## config.mk

```make
export PLATFORM = sky130hd
export DESIGN_NAME = flash_reset_sequencer
export DESIGN_NICKNAME = d
export VERILOG_FILES = /design/src/rtl/flash_rst_pkg.sv /design/src/rtl/frs_span_timer.sv /design/src/rtl/frs_threshold_gate.sv /design/src/rtl/frs_request_latch.sv /design/src/rtl/flash_reset_sequencer.sv
export SDC_FILE = /design/constraint.sdc
export NUM_CORES = 1
export LEC_CHECK = 0
export ABC_AREA = 1
export BUFFER_PORTS_ARGS = -buffer_cell sky130_fd_sc_hd__buf_2
export CAP_MARGIN = 0
export CORE_AREA = 10 10 56 91
export CTS_CLUSTER_DIAMETER = 120
export DETAILED_ROUTE_END_ITERATION = 7
export DIE_AREA = 0 0 66 101
export GPL_TIMING_DRIVEN = 1
export SLEW_MARGIN = 10
export SYNTH_ARGS = -nofsm -noshare
export SYNTH_HDL_FRONTEND = slang
export SYNTH_SLANG_ARGS = --single-unit
export TNS_END_PERCENT = 1
```

## constraint.sdc

```tcl
create_clock -name clk -period 2.5 [get_ports clk]
set_clock_uncertainty 0.2 [all_clocks]
set_input_delay 0.125 -clock clk [delete_from_list [all_inputs] [get_ports clk]]
set_output_delay 0.125 -clock clk [all_outputs]
set_load 0.005 [all_outputs]
```

## src/rtl/flash_rst_pkg.sv

```systemverilog
package flash_rst_pkg;

  // Sequencer states; ordering carries no meaning outside the block.
  typedef enum logic [2:0] {
    ST_OFF     = 3'd0,  // supply not good, pin held low
    ST_HOLD    = 3'd1,  // minimum low pulse
    ST_ABORT   = 3'd2,  // extra low time for an interrupted embedded operation
    ST_RECOVER = 3'd3,  // pin high, recovery windows running
    ST_READY   = 3'd4   // both windows passed
  } frs_state_e;

  localparam int unsigned FRS_GATES = 2;  // index 0 write, index 1 read

endpackage

```

## src/rtl/frs_span_timer.sv

```systemverilog
module frs_span_timer #(
  parameter int unsigned CW = 8
) (
  input  logic          clk,
  input  logic          rst_n,
  input  logic          restart,
  output logic [CW-1:0] span
);

  logic [CW-1:0] span_d;
  logic          span_en;

  // Count cycles spent in the current state; restart to zero on a state change
  // and saturate so a long stay cannot wrap.
  always_comb begin
    span_en = restart || (span != {CW{1'b1}});
    span_d  = restart ? '0 : span + 1'b1;
  end

  always_ff @(posedge clk or negedge rst_n) begin
    if (!rst_n) begin
      span <= '0;
    end else if (span_en) begin
      span <= span_d;
    end
  end

endmodule

```

## src/rtl/frs_threshold_gate.sv

```systemverilog
module frs_threshold_gate #(
  parameter int unsigned CW     = 8,
  parameter int unsigned THRESH = 1
) (
  input  logic [CW-1:0] span,
  input  logic          window,
  input  logic          hold_open,
  output logic          open_o
);

  localparam logic [CW-1:0] THRESH_W = CW'(THRESH);

  // Opens once the recovery span has reached its threshold, and stays open
  // while the sequencer is in its final state.
  always_comb begin
    open_o = hold_open || (window && (span >= THRESH_W));
  end

endmodule

```

## src/rtl/frs_request_latch.sv

```systemverilog
module frs_request_latch (
  input  logic clk,
  input  logic rst_n,
  input  logic req,
  input  logic service,
  output logic pending
);

  logic pending_d;

  // A request is remembered until the cycle in which it is served.
  always_comb begin
    if (service) begin
      pending_d = 1'b0;
    end else begin
      pending_d = pending || req;
    end
  end

  always_ff @(posedge clk or negedge rst_n) begin
    if (!rst_n) begin
      pending <= 1'b0;
    end else begin
      pending <= pending_d;
    end
  end

endmodule

```

## src/rtl/flash_reset_sequencer.sv

```systemverilog
module flash_reset_sequencer
  import flash_rst_pkg::*;
#(
  parameter int unsigned PULSE_CYC  = 13,
  parameter int unsigned ABORT_CYC  = 2688,
  parameter int unsigned WR_REC_CYC = 125,
  parameter int unsigned RD_REC_CYC = 75
) (
  input  logic clk,
  input  logic rst_n,
  input  logic supply_ok,
  input  logic sw_rst_req,
  input  logic emb_busy,
  output logic flash_rp_n,
  output logic wr_allow,
  output logic rd_allow,
  output logic ready
);

  localparam int unsigned REC_CYC = (WR_REC_CYC > RD_REC_CYC) ? WR_REC_CYC : RD_REC_CYC;
  localparam int unsigned MAX_A   = (PULSE_CYC > ABORT_CYC) ? PULSE_CYC : ABORT_CYC;
  localparam int unsigned TOP_CYC = (MAX_A > REC_CYC) ? MAX_A : REC_CYC;
  localparam int unsigned CW      = $clog2(TOP_CYC + 1);

  localparam logic [CW-1:0] HOLD_LAST  = CW'(PULSE_CYC - 1);
  localparam logic [CW-1:0] ABORT_LAST = CW'(ABORT_CYC - 1);
  localparam logic [CW-1:0] REC_LAST   = CW'(REC_CYC - 1);

  frs_state_e    state_q, state_d;
  logic          busy_q, busy_d;
  logic          restart;
  logic [CW-1:0] span;
  logic          pending;
  logic          in_recover;
  logic [FRS_GATES-1:0] gate_open;

  // ---------------------------------------------------------------- timer
  frs_span_timer #(.CW(CW)) u_timer (
    .clk     (clk),
    .rst_n   (rst_n),
    .restart (restart),
    .span    (span)
  );

  // ------------------------------------------------------ request latch
  frs_request_latch u_req (
    .clk     (clk),
    .rst_n   (rst_n),
    .req     (sw_rst_req),
    .service (state_q == ST_READY),
    .pending (pending)
  );

  // ------------------------------------------------------- next state
  always_comb begin
    state_d = state_q;
    unique case (state_q)
      ST_OFF:     if (supply_ok) state_d = ST_HOLD;
      ST_HOLD:    if (span == HOLD_LAST)
                    state_d = (busy_q || emb_busy) ? ST_ABORT : ST_RECOVER;
      ST_ABORT:   if (span == ABORT_LAST) state_d = ST_RECOVER;
      ST_RECOVER: if (span == REC_LAST) state_d = ST_READY;
      ST_READY:   if (pending || sw_rst_req) state_d = ST_HOLD;
      default:    state_d = ST_OFF;
    endcase
    if (!supply_ok) begin
      state_d = ST_OFF;
    end
  end

  // Busy capture: loaded as a reset starts, accumulated during the pulse.
  always_comb begin
    busy_d = busy_q;
    if (state_d == ST_HOLD && state_q != ST_HOLD) begin
      busy_d = emb_busy;
    end else if (state_q == ST_HOLD) begin
      busy_d = busy_q || emb_busy;
    end
  end

  always_comb begin
    restart = (state_d != state_q);
  end

  always_ff @(posedge clk or negedge rst_n) begin
    if (!rst_n) begin
      state_q <= ST_OFF;
      busy_q  <= 1'b0;
    end else begin
      state_q <= state_d;
      busy_q  <= busy_d;
    end
  end

  // ---------------------------------------------------- recovery gates
  always_comb begin
    in_recover = (state_q == ST_RECOVER);
  end

  for (genvar g = 0; g < FRS_GATES; g++) begin : g_gate
    frs_threshold_gate #(
      .CW     (CW),
      .THRESH ((g == 0) ? WR_REC_CYC : RD_REC_CYC)
    ) u_gate (
      .span      (span),
      .window    (in_recover),
      .hold_open (state_q == ST_READY),
      .open_o    (gate_open[g])
    );
  end

  // ---------------------------------------------------------- outputs
  always_comb begin
    flash_rp_n = (state_q == ST_RECOVER) || (state_q == ST_READY);
    ready      = (state_q == ST_READY);
    wr_allow   = gate_open[0];
    rd_allow   = gate_open[1];
  end

  // ------------------------------------------------------- assertions
  // Run-length counters of the pin level, kept for the properties below.
  logic [CW:0] low_run, high_run;

  always_ff @(posedge clk or negedge rst_n) begin
    if (!rst_n) begin
      low_run  <= '0;
      high_run <= '0;
    end else begin
      if (flash_rp_n) begin
        low_run <= '0;
        if (high_run != {(CW+1){1'b1}}) high_run <= high_run + 1'b1;
      end else begin
        high_run <= '0;
        if (low_run != {(CW+1){1'b1}}) low_run <= low_run + 1'b1;
      end
    end
  end


  supply_drop_chk: assert property (@(posedge clk) disable iff (!rst_n)
    !supply_ok |=> (!flash_rp_n && !wr_allow && !rd_allow && !ready));


  min_pulse_chk: assert property (@(posedge clk) disable iff (!rst_n)
    $rose(flash_rp_n) |-> (low_run >= (CW+1)'(PULSE_CYC)));


  abort_pulse_chk: assert property (@(posedge clk) disable iff (!rst_n)
    ($rose(flash_rp_n) && busy_q) |-> (low_run >= (CW+1)'(PULSE_CYC + ABORT_CYC)));


  wr_open_chk: assert property (@(posedge clk) disable iff (!rst_n)
    $rose(wr_allow) |-> (high_run == (CW+1)'(WR_REC_CYC)));


  rd_open_chk: assert property (@(posedge clk) disable iff (!rst_n)
    $rose(rd_allow) |-> (high_run == (CW+1)'(RD_REC_CYC)));


  ready_open_chk: assert property (@(posedge clk) disable iff (!rst_n)
    $rose(ready) |-> (high_run == (CW+1)'(REC_CYC)));


  pending_serve_chk: assert property (@(posedge clk) disable iff (!rst_n)
    (ready && pending) |=> !flash_rp_n);

endmodule

```

==> flow_metrics.env <==
export IMPL_power_leakage_nw=0.649
export IMPL_grt_start_max_net_pins=18
export IMPL_p_switching_mw=0.161
export IMPL_violations="hold timing"
export IMPL_grt_pass1_wl_um=4850
export IMPL_fin_crit_sh_pct=86.7
export IMPL_synthTopCellsByArea="dfrtp_1 (36%), nand2_1 (12%), nor2_2 (7.4%), inv_1 (6.6%), nand3_1 (5.5%)"
export IMPL_syn_num_nets=177
export IMPL_ant_nets=0
export IMPL_maxSlewHeadroom_pct=74.3
export IMPL_io_pins=9
export IMPL_drive_above_1_share_pct=23.0
export IMPL_yosys_warnings=0
export IMPL_cts_made_buffers=3
export IMPL_grt_antenna_before_repair=0
export IMPL_h_tree_depth=1
export IMPL_synth_top_area_share_pct=35.9
export IMPL_yosysSeqAreaShare_pct=35.9
export IMPL_start_kind="flip-flop"
export IMPL_critical_path_max_stage_delay_ns=0.41
export IMPL_core_area_um2=3590
export IMPL_clock_fmax_ghz=0.461
export IMPL_vias_per_cell=4.60
export IMPL_gp_congestion=0.851
export IMPL_cts_tree="done"
export IMPL_peakVddDrop_mv=0.347
export IMPL_ys_flop_type="dfrtp_1"
export IMPL_grtUsageTotal_pct=9.22
export IMPL_cap_violations=0
export IMPL_yosysMostFrequentCell="nand2_1"
export IMPL_status="finished with violations"
export IMPL_holdWs_ns=-0.00186
export IMPL_clock_latency_ns=0.25
export IMPL_n_antenna_cell=0
export IMPL_nNetsFinal=193
export IMPL_ys_seq_elements=17
export IMPL_p_int_mw=0.423
export IMPL_path_cells="inv_1 > ha_1 > nand3_1 > nor2_1 > nand3_1 > nand3_1 > nand2_1 > nand2_1 > nand2_1 > nor2_2 > nand2_2 > nor2_1"
export IMPL_critPathKind="flip-flop to flip-flop"
export IMPL_fin_tns_setup_ns=0
export IMPL_start_util_pct=33.0
export IMPL_wl_per_cell_um=12.0
export IMPL_arrival_ns=2.15
export IMPL_num_rows=29
export IMPL_die_area_um2=6670
export IMPL_synth_area_um2=1190
export IMPL_yosys_cell_types_count=24
export IMPL_grt_pass1_vias=1122
export IMPL_rsz0062_at_grt="false"
export IMPL_hpwl_um=2240
export IMPL_die_h_um=101
export IMPL_cp_end_kind="flip-flop"
export IMPL_final_hold_violation_count=1
export IMPL_drc=0
export IMPL_report_final_slew_viol_count=0
export IMPL_cts_setup_buffers=0
export IMPL_drtIter0Drc=21
export IMPL_combinationalPowerShare_pct=14.1
export IMPL_async_flop_share_pct=100
export IMPL_synth_edf_count=0
export IMPL_critical_path_required_ns=2.48
export IMPL_layout_cells_non_filler=229
export IMPL_root_buffer="clkbuf_8"
export IMPL_route_vias_total=1054
export IMPL_power_density_nw_per_um2=431
export IMPL_synthCells=168
export IMPL_swShare_pct=27.5
export IMPL_synth_area_leader_cell="dfrtp_1"
export IMPL_p_total_mw=0.584
export IMPL_crit_fanout=12
export IMPL_setup_violations=0
export IMPL_cts_sinks=17
export IMPL_min_period_ns=2.17
export IMPL_area_growth_pct=14.3
export IMPL_synthTopCellsByCount="nand2_1 (39), inv_1 (21), dfrtp_1 (17), nor2_1 (14), nor2_2 (14)"
export IMPL_grt_overflow=0
export IMPL_clockPowerShare_pct=35.5
export IMPL_critPathSlowestCell="dfrtp_1"
export IMPL_hp_class="primary input to flip-flop"
export IMPL_cp_num_buf_inv=1
export IMPL_portBuffers=8
export IMPL_drt_wl_total_um=2740
export IMPL_dp_cells=222
export IMPL_firstDrtPassIters=4
export IMPL_syn_avg_cell_area_um2=7.06
export IMPL_clk_path_buf_depth=2
export IMPL_clk_pin_slew_ns=0.07
export IMPL_cp_top_family="simple AND/OR/NAND/NOR gates"
export IMPL_worst_pin_slew_ns=0.385
export IMPL_p_seq_share_pct=50.5
export IMPL_die_x_um=66
[worst paths after layout]
| path | startpoint | end | slack (ns) | cells after the start |
|---|---|---|---|---|
| max in group asynchronous | rst_n | busy_q | 1.71 | 2 |
| min | emb_busy | busy_q | -0.002 | 5 |
| min in group asynchronous | rst_n | u_timer.span[3] | 0.12 | 2 |
| max | u_timer.span[0] | u_timer.span[0] | 0.33 | 12 |
| max reg2reg | u_timer.span[0] | u_timer.span[0] | 0.33 | 12 |
| min reg2reg | u_req.pending | u_req.pending | 0.31 | 2 |
[area by class of cell]
cell class / instances / area [um^2]
inverters: 30 / 113
repair buffers: 12 / 77.6
multi-input cells: 120 / 637
flip-flops and latches: 17 / 425
clock buffers: 3 / 41.3
well taps: 46 / 57.6
clock inverters: 1 / 5.00
fillers: 399 / 2240
[logic make-up (layout without fill, tap and decap cells)]
logic type | count (synthesis) | count (layout) | synth area share, %
AND/OR/NAND/NOR | 93 | 93 | 37.1
buffers and inverters | 31 | 46 | 10.4
AO/OA/AOI/OAI | 18 | 18 | 8.65
flip-flops | 17 | 17 | 35.9
XOR/XNOR | 5 | 5 | 3.69
adder cells (fa/ha/maj) | 4 | 4 | 4.22
[flip-flops by register name, indices dropped and copies added (netlist names)]
name and count:
busy_q 1, state_q 3, u_req.pending 1, u_timer.span 12
[power groups by stage]
stage / Combinational, mW / Clock (mW) / Sequential, mW
after global routing: 0.0969 / 0.219 / 0.297
after global placement: 0.0785 / 0 / 0.299
after floorplan: 0.0592 / 0 / 0.298
final: 0.0821 / 0.207 / 0.295
after CTS: 0.0834 / 0.211 / 0.295
after detailed placement: 0.0790 / 0 / 0.300
[worst reg2reg max path: cells and delay by family, from the launching register on]
family	cells	cell delay, ns
DFF	1	0.41
and+or+nand+nor	10	1.19
adders and majority gates	1	0.16
buffers and inverters	1	0.13
[cells in the final DEF, fill, tap and decap left out]
cell | netlist | routed
dlygate4sd3_1 | 0 | 3
inv_2 | 9 | 9
a21boi_0 | 1 | 1
ha_1 | 4 | 4
nand4_1 | 1 | 1
nor3_2 | 1 | 1
buf_2 | 0 | 8
clkinv_2 | 0 | 1
o2111ai_1 | 1 | 1
nand3_2 | 1 | 1
o21ai_2 | 1 | 1
xor2_1 | 5 | 5
dfrtp_1 | 17 | 17
buf_4 | 0 | 1
o21ai_0 | 9 | 9
nor2_4 | 1 | 1
a21o_1 | 1 | 1
nand3_1 | 13 | 13
nand2_1 | 39 | 39
inv_1 | 21 | 21
nand2_2 | 2 | 2
nor2_2 | 14 | 14
nor2_1 | 14 | 14
a21oi_1 | 5 | 5
clkbuf_8 | 0 | 3
nand3b_1 | 1 | 1
and2_1 | 1 | 1
nor3_1 | 5 | 5
[metrics by stage]
step / setup WS [ns] / utilization [%] / area (um^2)
2_1_floorplan: 0.670 / - / 1190
3_3_place_gp: 0.349 / 35.6 / 1280
6_report: 0.333 / 37.8 / 1360
4_1_cts: 0.336 / 37.8 / 1360
3_5_place_dp: 0.350 / 35.6 / 1280
5_1_grt: 0.104 / 37.8 / 1360
[layer usage]
layer  routed length (um)  up-vias  part of all wire, %  track usage [%]
met2                 1640       18                   60             17.9
met3                   52        5                  1.9            0.557
met1                  968      475                   35             8.72
li1                     -      556                    -                -
met5                    0        -                    0                0
met4                   80        0                  2.9             6.16
[repair_timing]
action / 4_1_cts / 5_1_grt
endpoints found under the hold margin: 19 / 0
endpoints found under the setup margin: 0 / 0
resized for setup: 0 / 0
hold buffers: 3 / 0
(Power assumes the default switching activity.)
